File: config.mk
export PLATFORM = sky130hd
export DESIGN_NAME = fp_add_pipe
export DESIGN_NICKNAME = d
export VERILOG_FILES = /design/src/rtl/fpadd_pkg.sv /design/src/rtl/fpadd_cmp.sv /design/src/rtl/fpadd_align.sv /design/src/rtl/fpadd_mag.sv /design/src/rtl/fpadd_norm.sv /design/src/rtl/fp_add_pipe.sv
export SDC_FILE = /design/constraint.sdc
export NUM_CORES = 1
export LEC_CHECK = 0
export BUFFER_PORTS_ARGS = -buffer_cell sky130_fd_sc_hd__buf_2
export CORE_MARGIN = 8
export CORE_UTILIZATION = 45
export CTS_BUF_LIST = sky130_fd_sc_hd__clkbuf_4 sky130_fd_sc_hd__clkbuf_8 sky130_fd_sc_hd__clkbuf_16
export CTS_CLUSTER_DIAMETER = 30
export CTS_CLUSTER_SIZE = 14
export DETAILED_ROUTE_END_ITERATION = 8
export GPL_TIMING_DRIVEN = 1
export HOLD_SLACK_MARGIN = 0.03
export PLACE_DENSITY = 0.74
export SLEW_MARGIN = 20
export SYNTH_ARGS = -nofsm -noshare
export SYNTH_HDL_FRONTEND = slang
export SYNTH_SLANG_ARGS = --single-unit
File: constraint.sdc
create_clock -name clk -period 23.5 [get_ports clk]
set_input_delay 4.7 -clock clk [delete_from_list [all_inputs] [get_ports clk]]
set_output_delay 4.7 -clock clk [all_outputs]
set_load 0.01 [all_outputs]
File: src/rtl/fpadd_pkg.sv
package fpadd_pkg;

   // how the normalize stage treats the raw magnitude
   typedef enum logic [1:0] {
      NK_ZERO  = 2'd0,
      NK_CARRY = 2'd1,
      NK_SHIFT = 2'd2
   } norm_kind_e;

   // sign handling chosen by the magnitude stage
   typedef enum logic [1:0] {
      MG_ADD      = 2'd0,
      MG_SUB_KEEP = 2'd1,
      MG_SUB_FLIP = 2'd2
   } mag_kind_e;

endpackage

File: src/rtl/fpadd_cmp.sv
module fpadd_cmp #(
   parameter int EXP_W = 8,
   parameter int MAN_W = 23
) (
   input  logic                     clk,
   input  logic                     rst,
   input  logic                     in_valid,
   input  logic [EXP_W+MAN_W:0]     in_a,
   input  logic [EXP_W+MAN_W:0]     in_b,
   input  logic                     in_sub,
   output logic                     o_valid,
   output logic                     o_big_s,
   output logic [EXP_W-1:0]         o_big_e,
   output logic [MAN_W:0]           o_big_m,
   output logic                     o_sml_s,
   output logic [MAN_W:0]           o_sml_m,
   output logic [EXP_W-1:0]         o_shamt
);
   localparam int W     = 1 + EXP_W + MAN_W;
   localparam int SIG_W = MAN_W + 1;

   logic             sa, sb;
   logic [EXP_W-1:0] ea, eb;
   logic [SIG_W-1:0] ma, mb;
   logic [EXP_W:0]   diff_ab, diff_ba;
   logic             cmp_sign;

   always_comb begin
      sa = in_a[W-1];
      sb = in_b[W-1] ^ in_sub;
      ea = in_a[W-2:MAN_W];
      eb = in_b[W-2:MAN_W];
      ma = (ea == '0) ? '0 : {1'b1, in_a[MAN_W-1:0]};
      mb = (eb == '0) ? '0 : {1'b1, in_b[MAN_W-1:0]};
      // two parallel subtractors; the borrow of A-B marks B as larger
      diff_ab  = {1'b0, ea} - {1'b0, eb};
      diff_ba  = {1'b0, eb} - {1'b0, ea};
      cmp_sign = diff_ab[EXP_W];
   end

   always_ff @(posedge clk) begin
      if (rst) begin
         o_valid <= 1'b0;
         o_big_s <= 1'b0;
         o_big_e <= '0;
         o_big_m <= '0;
         o_sml_s <= 1'b0;
         o_sml_m <= '0;
         o_shamt <= '0;
      end else begin
         o_valid <= in_valid;
         o_big_s <= cmp_sign ? sb : sa;
         o_big_e <= cmp_sign ? eb : ea;
         o_big_m <= cmp_sign ? mb : ma;
         o_sml_s <= cmp_sign ? sa : sb;
         o_sml_m <= cmp_sign ? ma : mb;
         o_shamt <= cmp_sign ? diff_ba[EXP_W-1:0] : diff_ab[EXP_W-1:0];
      end
   end

   // a strictly larger B exponent becomes the reference exponent
   assert_swap_R3: assert property (@(posedge clk) disable iff (rst)
      (in_valid && (in_b[W-2:MAN_W] > in_a[W-2:MAN_W])) |=> (o_big_e == $past(in_b[W-2:MAN_W])));

   // valid advances one stage per clock
   assert_valid_step_R2: assert property (@(posedge clk) disable iff (rst)
      in_valid |=> o_valid);
   assert_idle_step_R10: assert property (@(posedge clk) disable iff (rst)
      !in_valid |=> !o_valid);
endmodule

File: src/rtl/fpadd_align.sv
module fpadd_align #(
   parameter int EXP_W = 8,
   parameter int MAN_W = 23
) (
   input  logic               clk,
   input  logic               rst,
   input  logic               in_valid,
   input  logic               in_big_s,
   input  logic [EXP_W-1:0]   in_big_e,
   input  logic [MAN_W:0]     in_big_m,
   input  logic               in_sml_s,
   input  logic [MAN_W:0]     in_sml_m,
   input  logic [EXP_W-1:0]   in_shamt,
   output logic               o_valid,
   output logic               o_big_s,
   output logic [EXP_W-1:0]   o_big_e,
   output logic [MAN_W:0]     o_big_m,
   output logic [MAN_W:0]     o_al_m,
   output logic               o_eff_sub
);
   localparam int SIG_W = MAN_W + 1;
   localparam logic [EXP_W:0] SH_LIM = (EXP_W+1)'(SIG_W + 1);

   logic [SIG_W-1:0] shifted;
   logic             too_far;

   always_comb begin
      too_far = ({1'b0, in_shamt} >= SH_LIM);
      shifted = too_far ? '0 : (in_sml_m >> in_shamt);
   end

   always_ff @(posedge clk) begin
      if (rst) begin
         o_valid   <= 1'b0;
         o_big_s   <= 1'b0;
         o_big_e   <= '0;
         o_big_m   <= '0;
         o_al_m    <= '0;
         o_eff_sub <= 1'b0;
      end else begin
         o_valid   <= in_valid;
         o_big_s   <= in_big_s;
         o_big_e   <= in_big_e;
         o_big_m   <= in_big_m;
         o_al_m    <= shifted;
         o_eff_sub <= in_big_s ^ in_sml_s;
      end
   end

   // far-apart operands leave nothing of the smaller mantissa
   assert_far_zero_R4: assert property (@(posedge clk) disable iff (rst)
      (in_valid && ({1'b0, in_shamt} >= SH_LIM)) |=> (o_al_m == '0));

   // alignment never grows the smaller mantissa
   assert_shift_shrinks_R4: assert property (@(posedge clk) disable iff (rst)
      in_valid |=> (o_al_m <= $past(in_sml_m)));
endmodule

File: src/rtl/fpadd_mag.sv
module fpadd_mag
   import fpadd_pkg::*;
#(
   parameter int EXP_W = 8,
   parameter int MAN_W = 23
) (
   input  logic               clk,
   input  logic               rst,
   input  logic               in_valid,
   input  logic               in_big_s,
   input  logic [EXP_W-1:0]   in_big_e,
   input  logic [MAN_W:0]     in_big_m,
   input  logic [MAN_W:0]     in_al_m,
   input  logic               in_eff_sub,
   output logic               o_valid,
   output logic               o_sign,
   output logic [EXP_W-1:0]   o_exp,
   output logic [MAN_W+1:0]   o_sum
);
   localparam int SIG_W = MAN_W + 1;
   localparam int SUM_W = SIG_W + 1;

   mag_kind_e        kind;
   logic [SUM_W-1:0] mag;
   logic             sgn;

   always_comb begin
      if (!in_eff_sub)
         kind = MG_ADD;
      else if (in_big_m >= in_al_m)
         kind = MG_SUB_KEEP;
      else
         kind = MG_SUB_FLIP;
      unique case (kind)
         MG_ADD: begin
            mag = {1'b0, in_big_m} + {1'b0, in_al_m};
            sgn = in_big_s;
         end
         MG_SUB_KEEP: begin
            mag = {1'b0, in_big_m} - {1'b0, in_al_m};
            sgn = in_big_s;
         end
         default: begin
            mag = {1'b0, in_al_m} - {1'b0, in_big_m};
            sgn = ~in_big_s;
         end
      endcase
   end

   always_ff @(posedge clk) begin
      if (rst) begin
         o_valid <= 1'b0;
         o_sign  <= 1'b0;
         o_exp   <= '0;
         o_sum   <= '0;
      end else begin
         o_valid <= in_valid;
         o_sign  <= sgn;
         o_exp   <= in_big_e;
         o_sum   <= mag;
      end
   end

   // a magnitude subtraction cannot produce a carry
   assert_sub_no_carry_R6: assert property (@(posedge clk) disable iff (rst)
      (in_valid && in_eff_sub) |=> !o_sum[SUM_W-1]);

   // valid advances one stage per clock
   assert_mag_valid_R2: assert property (@(posedge clk) disable iff (rst)
      in_valid |=> o_valid);
endmodule

File: src/rtl/fpadd_norm.sv
module fpadd_norm
   import fpadd_pkg::*;
#(
   parameter int EXP_W = 8,
   parameter int MAN_W = 23
) (
   input  logic                   clk,
   input  logic                   rst,
   input  logic                   in_valid,
   input  logic                   in_sign,
   input  logic [EXP_W-1:0]       in_exp,
   input  logic [MAN_W+1:0]       in_sum,
   output logic                   o_valid,
   output logic [EXP_W+MAN_W:0]   o_res
);
   localparam int W       = 1 + EXP_W + MAN_W;
   localparam int SIG_W   = MAN_W + 1;
   localparam int SUM_W   = SIG_W + 1;
   localparam int LZ_W    = $clog2(SIG_W + 1);
   localparam int NE_W    = EXP_W + 2;
   localparam int EXP_MAX = (1 << EXP_W) - 1;

   norm_kind_e              kind;
   logic [LZ_W-1:0]         lz;
   logic                    found;
   logic [SIG_W-1:0]        mnorm;
   logic signed [NE_W-1:0]  ne;
   logic [W-1:0]            res;

   // leading-zero count over the lower SIG_W bits
   always_comb begin
      lz    = '0;
      found = 1'b0;
      for (int i = SIG_W - 1; i >= 0; i--) begin
         if (!found) begin
            if (in_sum[i]) found = 1'b1;
            else           lz = lz + 1'b1;
         end
      end
   end

   always_comb begin
      if (in_sum == '0)
         kind = NK_ZERO;
      else if (in_sum[SUM_W-1])
         kind = NK_CARRY;
      else
         kind = NK_SHIFT;
      mnorm = '0;
      ne    = '0;
      unique case (kind)
         NK_CARRY: begin
            mnorm = in_sum[SUM_W-1:1];
            ne    = $signed({2'b00, in_exp} + NE_W'(1));
         end
         NK_SHIFT: begin
            mnorm = in_sum[SIG_W-1:0] << lz;
            ne    = $signed({2'b00, in_exp} - {{(NE_W-LZ_W){1'b0}}, lz});
         end
         default: begin
            mnorm = '0;
            ne    = '0;
         end
      endcase
      if (kind == NK_ZERO)
         res = '0;
      else if (ne >= $signed(NE_W'(EXP_MAX)))
         res = {in_sign, {EXP_W{1'b1}}, {MAN_W{1'b0}}};
      else if (ne <= $signed(NE_W'(0)))
         res = '0;
      else
         res = {in_sign, ne[EXP_W-1:0], mnorm[MAN_W-1:0]};
   end

   always_ff @(posedge clk) begin
      if (rst) begin
         o_valid <= 1'b0;
         o_res   <= '0;
      end else begin
         o_valid <= in_valid;
         o_res   <= res;
      end
   end

   // a zero exponent field only ever appears as +0
   assert_no_subnormal_R9: assert property (@(posedge clk) disable iff (rst)
      (o_valid && (o_res[W-2:MAN_W] == '0)) |-> (o_res == '0));

   // saturated results carry a clean fraction
   assert_inf_clean_R8: assert property (@(posedge clk) disable iff (rst)
      (o_valid && (o_res[W-2:MAN_W] == {EXP_W{1'b1}})) |-> (o_res[MAN_W-1:0] == '0));

   // a zero magnitude leaves as +0
   assert_zero_plus_R7: assert property (@(posedge clk) disable iff (rst)
      (in_valid && (in_sum == '0)) |=> (o_res == '0));

   // idle cycles stay idle at the output
   assert_norm_idle_R10: assert property (@(posedge clk) disable iff (rst)
      !in_valid |=> !o_valid);
endmodule

File: src/rtl/fp_add_pipe.sv
module fp_add_pipe #(
   parameter int EXP_W = 8,
   parameter int MAN_W = 23
) (
   input  logic                   clk,
   input  logic                   rst,
   input  logic                   in_valid,
   input  logic [EXP_W+MAN_W:0]   in_a,
   input  logic [EXP_W+MAN_W:0]   in_b,
   input  logic                   in_sub,
   output logic                   out_valid,
   output logic [EXP_W+MAN_W:0]   out_res
);
   localparam int SIG_W = MAN_W + 1;
   localparam int SUM_W = SIG_W + 1;

   generate
      if (EXP_W < 3) begin : g_bad_exp
         $error("fp_add_pipe: EXP_W must be at least 3");
      end
      if (MAN_W < 2) begin : g_bad_man
         $error("fp_add_pipe: MAN_W must be at least 2");
      end
      if ((SIG_W + 1) >= (1 << EXP_W)) begin : g_bad_ratio
         $error("fp_add_pipe: exponent range too small for the mantissa width");
      end
   endgenerate

   logic             c_valid, c_big_s, c_sml_s;
   logic [EXP_W-1:0] c_big_e, c_shamt;
   logic [SIG_W-1:0] c_big_m, c_sml_m;

   logic             a_valid, a_big_s, a_eff_sub;
   logic [EXP_W-1:0] a_big_e;
   logic [SIG_W-1:0] a_big_m, a_al_m;

   logic             m_valid, m_sign;
   logic [EXP_W-1:0] m_exp;
   logic [SUM_W-1:0] m_sum;

   fpadd_cmp #(.EXP_W(EXP_W), .MAN_W(MAN_W)) u_cmp (
      .clk(clk), .rst(rst), .in_valid(in_valid), .in_a(in_a), .in_b(in_b), .in_sub(in_sub),
      .o_valid(c_valid), .o_big_s(c_big_s), .o_big_e(c_big_e), .o_big_m(c_big_m),
      .o_sml_s(c_sml_s), .o_sml_m(c_sml_m), .o_shamt(c_shamt)
   );

   fpadd_align #(.EXP_W(EXP_W), .MAN_W(MAN_W)) u_align (
      .clk(clk), .rst(rst), .in_valid(c_valid), .in_big_s(c_big_s), .in_big_e(c_big_e),
      .in_big_m(c_big_m), .in_sml_s(c_sml_s), .in_sml_m(c_sml_m), .in_shamt(c_shamt),
      .o_valid(a_valid), .o_big_s(a_big_s), .o_big_e(a_big_e), .o_big_m(a_big_m),
      .o_al_m(a_al_m), .o_eff_sub(a_eff_sub)
   );

   fpadd_mag #(.EXP_W(EXP_W), .MAN_W(MAN_W)) u_mag (
      .clk(clk), .rst(rst), .in_valid(a_valid), .in_big_s(a_big_s), .in_big_e(a_big_e),
      .in_big_m(a_big_m), .in_al_m(a_al_m), .in_eff_sub(a_eff_sub),
      .o_valid(m_valid), .o_sign(m_sign), .o_exp(m_exp), .o_sum(m_sum)
   );

   fpadd_norm #(.EXP_W(EXP_W), .MAN_W(MAN_W)) u_norm (
      .clk(clk), .rst(rst), .in_valid(m_valid), .in_sign(m_sign), .in_exp(m_exp),
      .in_sum(m_sum), .o_valid(out_valid), .o_res(out_res)
   );

   // reset leaves the output idle on the next edge
   assert_reset_idle_R2: assert property (@(posedge clk)
      rst |=> !out_valid);
endmodule

After elaboration in Yosys (flattened, before gate mapping)
Index checks and enable logic that the tools add are counted.
- $add $sub $neg: 30
- multiply operators: 0
- divide/modulo/power cells: 0
- order comparisons: 4
- eq/ne operators: 3
- shift operators: 2
- mux-type cells: 110
- bitwise logic cells: 3
- reductions and logical operators: 9
- operators with widths (kind ; number):
    2-to-1 mux 5 bit ; 46
    adder 5 x 1 -> 5 bit (second input constant) ; 22
    2-to-1 mux 24 bit ; 4
    2-to-1 mux 32 bit ; 2
    one-hot mux 25 bit (2 select lines) ; 1
    subtractor 24 x 24 -> 25 bit ; 2
    2-to-1 mux 1 bit ; 49
    one-hot mux 23 bit (2 select lines) ; 1
    adder 24 x 24 -> 25 bit ; 1
    logical NOT 25 bit ; 1
    >= comparator 24 bit ; 1
    left shift 24 x 5 -> 23 bit ; 1
    >> shifter 24 x 8 -> 24 bit ; 1
    one-hot mux 10 bit (2 select lines) ; 1
    logical NOT 8 bit ; 2
    2-to-1 mux 8 bit ; 2
    >= comparator 10 x 9 -> 1 bit (second input constant) ; 1
    less-or-equal comparator 10 x 1 -> 1 bit (second input constant) ; 1
    adder 8 x 1 -> 9 bit (second input constant) ; 1
    subtractor 8 x 5 -> 9 bit ; 1
    subtractor 8 x 8 -> 9 bit ; 1
    >= comparator 8 x 5 -> 1 bit (second input constant) ; 1
    2-to-1 mux 2 bit ; 4
    subtractor 8 bit ; 1
    other kinds (8) ; 13
- flip-flop bits (word level): 194
- latch bits: 0
- bits in writable memories: 0
- memory bits (read-only): 0
- input bits: 68
- output and inout bits: 33
- logic and storage cells: 181
- memories kept: 0

Longest topological paths before layout
Gate-level depths: netlist (run 1).
- word-level depth: 75
- mapped depth: 74
- gate-level depth less buffers: 70

Modules after synthesis
A second synthesis (run 1) with hierarchy kept.
- cells, all modules: 1890
- area, all modules: 15359.7 um^2
- modules (own cells, without submodules) (module ; times used ; cells each ; area an instance (um^2) ; sequential area each (um^2)):
    fpadd_norm ; 1 ; 703 ; 5238.8 ; 660.6
    fpadd_mag ; 1 ; 535 ; 4040.1 ; 700.7
    fpadd_cmp ; 1 ; 376 ; 3115.5 ; 1341.3
    fpadd_align ; 1 ; 276 ; 2965.3 ; 1181.1

Worst setup path before layout (run 1)
OpenSTA, ideal clock, no wires.
- path kind: register -> register
- start point: register u_mag.o_sum[23]
- end point: register u_norm.o_res[18]
- setup time: 0.128 ns
- arrival time: 13.473 ns
- data required time: 23.372 ns
- setup slack: 9.899 ns
- cell stages (with the launch flop): 69
- path buffers: 4
- clock period less this slack: 13.601 ns
- path through: dfxtp_1 buf_6 or4_1 buf_2 and2_1 ha_1 nor2b_1 o21ai_0 nand2_1 nand2_1 mux2_2 ha_1 mux2_2 or4_4 o21a_2 nor2_1 nor2_1 ha_1 (+33 left out) xnor2_1 clkbuf_1 ha_1 nor2b_1 o21ai_0 nand2b_1 a211o_1 xnor2_1 nor3_1 a21oi_1 or4_1 o21ai_0 or2_2 clkbuf_1 nor2_1 and2_1 o21ai_0 o211ai_1
- cells in the longest elaborated chain, start to end: 74
- elaborated cells on any way between the ends: 105
- classes of those cells: add/sub (24); order compare (2); eq/ne (2); shift (1); mux (73); reduce/logical (3)
- RTL lines (item ; RTL line ; RTL):
    from (decl) ; fpadd_mag.sv:18 ; output logic [MAN_W+1:0] o_sum
    from (signal assigned) ; fpadd_mag.sv:60 ; o_sum <= mag;
    2-to-1 mux 1 bit ; fpadd_norm.sv:36 ; if (in_sum[i]) found = 1'b1;
    adder 1 x 1 -> 2 bit ; fpadd_norm.sv:37 ; else lz = lz + 1'b1;
    2-to-1 mux 5 bit ; fpadd_norm.sv:36 ;
    2-to-1 mux 5 bit ; fpadd_norm.sv:35 ; if (!found) begin
    adder 5 x 1 -> 5 bit ; fpadd_norm.sv:37 ;
    2-to-1 mux 5 bit ; fpadd_norm.sv:36 ;
    2-to-1 mux 5 bit ; fpadd_norm.sv:35 ;
    adder 5 x 1 -> 5 bit ; fpadd_norm.sv:37 ;
    (+58 left out) ; - ;
    2-to-1 mux 5 bit ; fpadd_norm.sv:35 ;
    adder 5 x 1 -> 5 bit ; fpadd_norm.sv:37 ;
    2-to-1 mux 5 bit ; fpadd_norm.sv:36 ;
    2-to-1 mux 5 bit ; fpadd_norm.sv:35 ;
    subtractor 8 x 5 -> 9 bit ; fpadd_norm.sv:58 ; ne = $signed({2'b00, in_exp} - {{(NE_W-LZ_W){1'b0}}, lz});
    one-hot mux 10 bit (2 select lines) ; fpadd_norm.sv:51 ; unique case (kind)
    less-or-equal comparator 10 x 1 -> 1 bit / >= comparator 10 x 9 -> 1 bit (equally long branches) ; fpadd_norm.sv:69, fpadd_norm.sv:67 ;
    OR reduction 4 bit (no source line) ; - ;
    to (signal assigned) ; fpadd_norm.sv:81 ; o_res <= res;
    to (decl) ; fpadd_norm.sv:14 ; output logic [EXP_W+MAN_W:0] o_res
Parallel ways exist; a longest one is shown, timed or not.
A chain may end at the register's enable or synchronous reset.

Worst setup path in the final report (run 1)
Ends and elaborated chain as after synthesis.

==> results by group, run 1 <==
Power
  • Clk network pwr share: 12.7%
  • Switching Share: 49.57%
  • P_leak: 6.659 nW
  • Cell internal pwr: 1.157 mW
  • Maximum VDD drop: 0.0001344 V
  • Register share of total power: 18.1%
  • Switching power: 1.137 mW
  • Total power: 2.294 mW
  • Fraction of power consumed by combinational cells: 69.2%
  • P per Cell Area: 142.9 nW/µm²

Final layout
  • Non-Filler Instances: 2,361
  • Layout cell share with drive strength beyond 1: 11.10%
  • FF+latch area: 3884 µm²
  • Area growth, synth to finish: 8.947%
  • Number of nets in the layout: 2,069
  • Diode count: 0
  • Final non-filler cell area: 16,060 µm²
  • Fill cells: 3,147
  • Area of the multi-input gates: 10,070 µm²

Synthesis
  • Cells after Synth: 1,888
  • Synth top area share: 26.35%
  • Ys flop type: dfxtp_1
  • Post-synth EDFFs: 0
  • Most used standard cell by instance count after synthesis: nor2_1
  • Synth async-reset ratio: 0%
  • Netlist cell types: 87
  • Top cells by area, synth: dfxtp_1, ha_1, mux2i_1, nor2_1, a21oi_1
  • Yosys warns: 0
  • Post-Syn Area: 14,740 µm²
  • Sequential fraction of the synthesis area: 26.35%
  • Synth cell count leaders: nor2_1, dfxtp_1, a21oi_1, nand3_1, nand2_1
  • Seq cells post-synth: 194
  • Synth Area per Inst: 7.807 µm²
  • Post-synth top area cell: dfxtp_1
  • Syn nets: 2,051

Detailed routing
  • Vias per cell: 5.778
  • DR iter-0 viols: 969
  • DRC violations left: 0
  • Detail Route Antenna Nets: 0
  • Via count: 13,642
  • 1st-pass router iterations: 6
  • Routed length per instance: 17.09 µm
  • Final WL: 40.35 mm

Setup path
  • CP Launch Type: flop
  • Worst path max stage delay: 0.71 ns
  • Crit path capture type: flop
  • Worst Path Required: 23.80 ns
  • WP data arrival: 15.23 ns
  • Internal reg-to-reg setup slack: 8.56 ns
  • Reg2reg end: u_norm.o_res[18]
  • Most Frequent Cell on Critical Path: ha_1
  • CP Max Fanout: 26
  • CP max stage cell: or4_1
  • Crit Path Class: reg2reg
  • R2R depth: 65
  • Worst R2R Start: u_mag.o_sum[23]

Die
  • # rows: 66
  • Die height: 197.0 µm
  • Core Area: 32,370 µm²
  • Die Area: 38,800 µm²
  • Horiz. Die Dim: 197.0 µm
  • Io pins: 101
  • Initial Utilization: 45.53%

Min path
  • Min-delay src: u_mag.o_sign
  • Min-Delay Endpoint: u_norm.o_res[31]
  • HP Class: reg2reg
  • Hold Crit Depth: 2

Clock network
  • Cts-stage hold buffer count: 0
  • Clock Sinks: 194
  • H-tree depth: 4
  • Clock-pin slew on the worst setup and hold paths: 0.08 ns
  • Root Driver: clkbuf_16
  • Postcts setup bufs: 0
  • Clk_lat worst skew: 0.45 ns
  • CTS buffer count: 17
  • CTS tree: done
  • Resized Gates After CTS: 0
  • Clock Path Buffers: 2

Timing
  • Hold slack: 0.4271 ns
  • Crit share post-route: 63.57%
  • RSZ-0062 raised after global routing: false
  • Max_slew headroom: 29.60%
  • Setup violators final: 0
  • TNS Setup: 0 ns
  • Min Tclk post-route: 14.94 ns
  • Max Slew Vio Count: 0
  • Fmax: 66.94 MHz
  • Max Clock Skew: 0.01489 ns
  • Slew @ Worst Pin: 1.052 ns
  • Hold Vio Cnt, Final: 0

Global routing
  • Total GRT Usage: 20.36%
  • First-pass GRT wire length: 65.74 mm
  • Antenna violations before repair: 0
  • Vias in the first global route: 13,101
  • Total grt overflow: 0
  • Largest net degree at the start of global routing: 89

Status
  • Outcome: finished clean

Place
  • RD Place Congestion: 0.9591
  • DP Wirelength: 31.20 mm
  • Placed inst area: 15,470 µm²
  • Port Buf Inserts: 100
  • DP Cell Count: 2,329

Job
  • Max-cap viol count: 0
layout by cell type, fill, tap and decap left out, types with 8 or more instances in the layout:
cell type / netlist / layout
buf_4: 3 / 16
nand2b_1: 19 / 19
mux2_2: 14 / 14
o21bai_1: 11 / 11
nor4_1: 12 / 12
a21oi_1: 148 / 148
o21ai_0: 74 / 74
a21boi_0: 15 / 15
or4_1: 9 / 9
o21a_1: 10 / 10
nand3_1: 139 / 139
nor2b_1: 72 / 72
clkbuf_16: 0 / 17
o211ai_1: 9 / 9
buf_2: 6 / 99
a22oi_1: 11 / 11
nand2_1: 128 / 127
o31ai_1: 12 / 12
xor2_1: 19 / 18
mux2i_1: 88 / 88
xnor2_1: 77 / 76
and3_1: 14 / 14
ha_1: 90 / 90
a21o_1: 18 / 18
or2_2: 15 / 15
inv_1: 92 / 92
a32oi_1: 12 / 12
dfxtp_1: 194 / 194
nand4_1: 11 / 11
nor3_1: 46 / 46
nor2_1: 206 / 206
and2_1: 12 / 11
or3_1: 17 / 17
o22a_1: 8 / 8
a211oi_1: 30 / 30
a31oi_1: 17 / 16
mux4_2: 12 / 12
cells by family (layout without fill, tap and decap cells):
family / after synthesis / count (layout) / synth area share (%)
AO/OA/AOI/OAI: 439 / 439 / 19.26
XOR/XNOR: 105 / 105 / 7.046
adder cells (fa/ha/maj): 100 / 100 / 8.659
buffers and inverters: 209 / 240 / 5.560
flip-flops: 194 / 194 / 26.35
multiplexers: 114 / 114 / 8.879
AND/OR/NAND/NOR: 727 / 727 / 24.24
critical path, delay by kind of cell (launching register included):
kind | cells | cell delay, ns
AND/OR/NAND/NOR | 24 | 5.30
AO/OA/AOI/OAI | 21 | 3.83
adder cells (fa/ha/maj) | 11 | 3.35
multiplexers | 4 | 1.07
buffers and inverters | 2 | 0.41
flip-flops | 1 | 0.41
XOR/XNOR | 3 | 0.37
worst max-delay path by stage:
stage / from / to / cells after the start
2_1_floorplan: u_mag.o_sum[23] / u_norm.o_res[18] / 68
5_1_grt: u_mag.o_sum[23] / u_norm.o_res[18] / 65
3_5_place_dp: u_mag.o_sum[23] / u_norm.o_res[18] / 65
3_3_place_gp: u_mag.o_sum[23] / u_norm.o_res[18] / 65
6_report: u_mag.o_sum[23] / u_norm.o_res[18] / 65
4_1_cts: u_mag.o_sum[23] / u_norm.o_res[18] / 65
flip-flops by register name (all words and copies together) (netlist names), 8 cells and up:
signal and count:
u_mag.o_sum 25, u_align.o_big_m 24, u_cmp.o_big_m 24, u_cmp.o_sml_m 24, u_cmp.o_big_e 8, u_cmp.o_shamt 8
u_align.o_al_m 24, u_norm.o_res 32, u_mag.o_exp 8, u_align.o_big_e 8
cell type report:
cell class,instances,area share [%]
Inverter,93,2.174
Sequential cell,194,24.19
Timing Repair Buffer,115,3.834
Clock buffer,18,2.735
Clock inverter,14,0.8883
Multi-Input combinational cell,1485,62.74
Tap cell,442,3.444
layer usage:
metal	global-route usage, %	up-vias	share of wire, %
met5	0	-	0
met4	6.771	0	2.5
met3	2.985	68	4.1
met2	35.28	384	49
met1	25.59	6429	45
li1	-	6761	-
power groups by stage:
stage | Clock, mW | Sequential [mW] | Combinational, mW
finish | 0.292 | 0.415 | 1.59
global route | 0.309 | 0.419 | 1.74
global placement | 0 | 0.421 | 1.52
detailed placement | 0 | 0.422 | 1.55
CTS | 0.296 | 0.414 | 1.56
floorplan | 0 | 0.400 | 1.24
stage by stage:
step / utilization [%] / worst slack (ns)
after CTS: 49.59 / 8.734
after floorplan: - / 9.899
final: 49.61 / 8.561
after global routing: 49.61 / 7.654
after detailed placement: 47.79 / 8.749
after global placement: 47.79 / 9.304
(Power assumes the default switching activity.)
==> run 2, diff against run 1 <==
==> constraint.sdc (replaced) <==
create_clock -name clk -period 14.91 [get_ports clk]
set_input_delay 2.982 -clock clk [delete_from_list [all_inputs] [get_ports clk]]
set_output_delay 2.982 -clock clk [all_outputs]
set_load 0.01 [all_outputs]
==> results by group, run 2 (synthesis results as in run 1) <==
Die
  • Horiz. Die Dim: 197.0 µm (unchanged)
  • Die height: 197.0 µm (unchanged)
  • Die Area: 38,800 µm² (unchanged)
  • Core Area: 32,370 µm² (unchanged)
  • Initial Utilization: 45.53% (unchanged)
  • Io pins: 101 (unchanged)
  • # rows: 66 (unchanged)

Global routing
  • First-pass GRT wire length: 64.23 mm (-2.3%)
  • Largest net degree at the start of global routing: 89 (unchanged)
  • Total grt overflow: 0 (unchanged)
  • Antenna violations before repair: 0 (unchanged)
  • Total GRT Usage: 20.07% (-0.29 points)
  • Vias in the first global route: 12,679 (-3.2%)

Final layout
  • Diode count: 0 (unchanged)
  • Commonest non-fill, non-tap cell in the layout: nor2_1
  • Most flop-heavy register: u_norm.o_res
  • Non-Filler Instances: 2,367 (+0.25%)
  • Layout cell share with drive strength beyond 1: 11.74% (+0.64 points)
  • Fill cells: 3,132 (-0.48%)
  • Number of nets in the layout: 2,075 (+0.29%)
  • Final non-filler cell area: 16,150 µm² (+0.55%)
  • Max reg flops: 32 (unchanged)
  • Commonest non-fill, non-tap cells in the layout: nor2_1, dfxtp_1, a21oi_1, nand3_1, nand2_1
  • Top Registers: u_norm.o_res (32), u_mag.o_sum (25)
  • Area growth, synth to finish: 9.542%

Power
  • P per Cell Area: 228.5 nW/µm² (+60%)
  • P_leak: 6.686 nW (+0.41%)
  • Maximum VDD drop: 0.0001893 V (+41%)

Timing
  • Crit share post-route: 94.56% (+31 points)
  • Max_slew headroom: 22.78% (-6.8 points)
  • Hold slack: 0.4359 ns (+0.008821 ns)
  • Fmax: 70.93 MHz (+6.0%)
  • Setup violators final: 0 (unchanged)
  • Max Slew Vio Count: 0 (unchanged)
  • Final WS setup: 0.8117 ns (-7.750 ns)
  • Min Tclk post-route: 14.10 ns (-0.8405 ns)
  • Max Clock Skew: 0.008500 ns (-0.006388 ns)
  • Slew @ Worst Pin: 1.154 ns (+0.1020 ns)
  • Hold Vio Cnt, Final: 0 (unchanged)

Place
  • Placed inst area: 15,460 µm² (about the same)
  • Port Buf Inserts: 100 (unchanged)
  • DP Cell Count: 2,328 (-0.043%)
  • RD Place Congestion: 0.9599 (about the same)
  • Dpl ws: 0.5841 ns (-8.165 ns)
  • DP Wirelength: 30.76 mm (-1.4%)

Setup path
  • R2R depth: 62 (-4.6%)
  • CP max stage cell: or4_4
  • CP Launch Type: flop
  • Crit path capture type: flop
  • Worst Path Required: 15.30 ns (-8.50 ns)
  • Critical path buffers and inverters: 2 (unchanged)
  • Worst path max stage delay: 0.63 ns (-0.08 ns)
  • Most Frequent Cell on Critical Path: ha_1
  • CP delay by family, top: simple AND/OR/NAND/NOR gates
  • Crit Path Class: reg2reg
  • WP data arrival: 14.48 ns (-0.75 ns)
  • CP Max Fanout: 9 (-65%)
  • Critical path depth: 62 (-4.6%)

Clock network
  • CTS buffer count: 17 (unchanged)
  • Clock-pin slew on the worst setup and hold paths: 0.08 ns (about the same)
  • Clock Sinks: 194 (unchanged)
  • Clock Path Buffers: 2 (unchanged)
  • H-tree depth: 4 (unchanged)
  • Clk_lat worst skew: 0.45 ns (about the same)
  • Root Driver: clkbuf_16
  • CTS tree: done
  • Cts-stage hold buffer count: 0 (unchanged)

Detailed routing
  • Vias per cell: 5.788 (+0.17%)
  • 1st-pass router iterations: 5 (-1)
  • DR iter-0 viols: 991 (+2.3%)
  • Via count: 13,700 (+0.43%)
  • DRC violations left: 0 (unchanged)
  • Routed length per instance: 16.93 µm (-0.93%)
  • Final WL: 40.07 mm (-0.68%)
  • Detail Route Antenna Nets: 0 (unchanged)

Min path
  • Hold Crit Depth: 1 (-1)
  • HP Class: reg2reg

Status
  • Outcome: finished clean

Job
  • Max-cap viol count: 0 (unchanged)
run 2: changes by cell type in the layout (fill, tap and decap cells not counted), sizes merged:
| cell | change |
|---|---|
| inv | +3 |
| clkinv | -4 |
| clkbuf | -1 |
| clkinvlp | +2 |
| buf | +6 |
run 2: per-layer routing:
layer  GRT usage [%]  wire (µm)
met4           6.325        896
met2           34.10      19220
met1           25.63      17720
met3           3.394       2236
met5               0          0
run 2: cell type report:
type / instances / area (µm²) / share of cell area (%)
clock buffers: 17 / 425.4 / 2.635
repair buffers: 121 / 660.6 / 4.092
clock inverters: 15 / 162.7 / 1.007
multi-input cells: 1485 / 10110 / 62.62
well taps: 442 / 553.0 / 3.425
inverters: 93 / 349.1 / 2.162
flip-flops and latches: 194 / 3885 / 24.06
run 2: timing repair:
item                       in CTS  in global routing
resized for setup               0                  8
setup buffers                   0                  7
setup endpoints to repair       0                 23
run 2: where the power goes:
part           internal [mW]  leakage (nW)  switching [mW]
combinational           1.05          4.81            1.52
clock                  0.238         0.282           0.220
sequential             0.584          1.59          0.0767
run 2: path summary, 6_finish.rpt:
path	startpoint	endpoint	slack, ns
hold reg to reg	u_cmp.o_big_e[4]	u_align.o_big_e[4]	0.44
setup reg to reg	u_mag.o_sum[23]	u_norm.o_res[16]	0.81
setup / recovery	u_mag.o_sum[23]	u_norm.o_res[16]	0.81
hold / removal	u_cmp.o_big_e[4]	u_align.o_big_e[4]	0.44
run 2: per-stage QoR:
step | TNS (ns) | total power [mW] | utilization [%]
floorplan | 0 | 2.590 | -
global placement | 0 | 3.084 | 47.77
detailed placement | 0 | 3.112 | 47.77
CTS | 0 | 3.587 | 49.59
global route | -0.003849 | 3.958 | 49.88
finish | 0 | 3.689 | 49.88
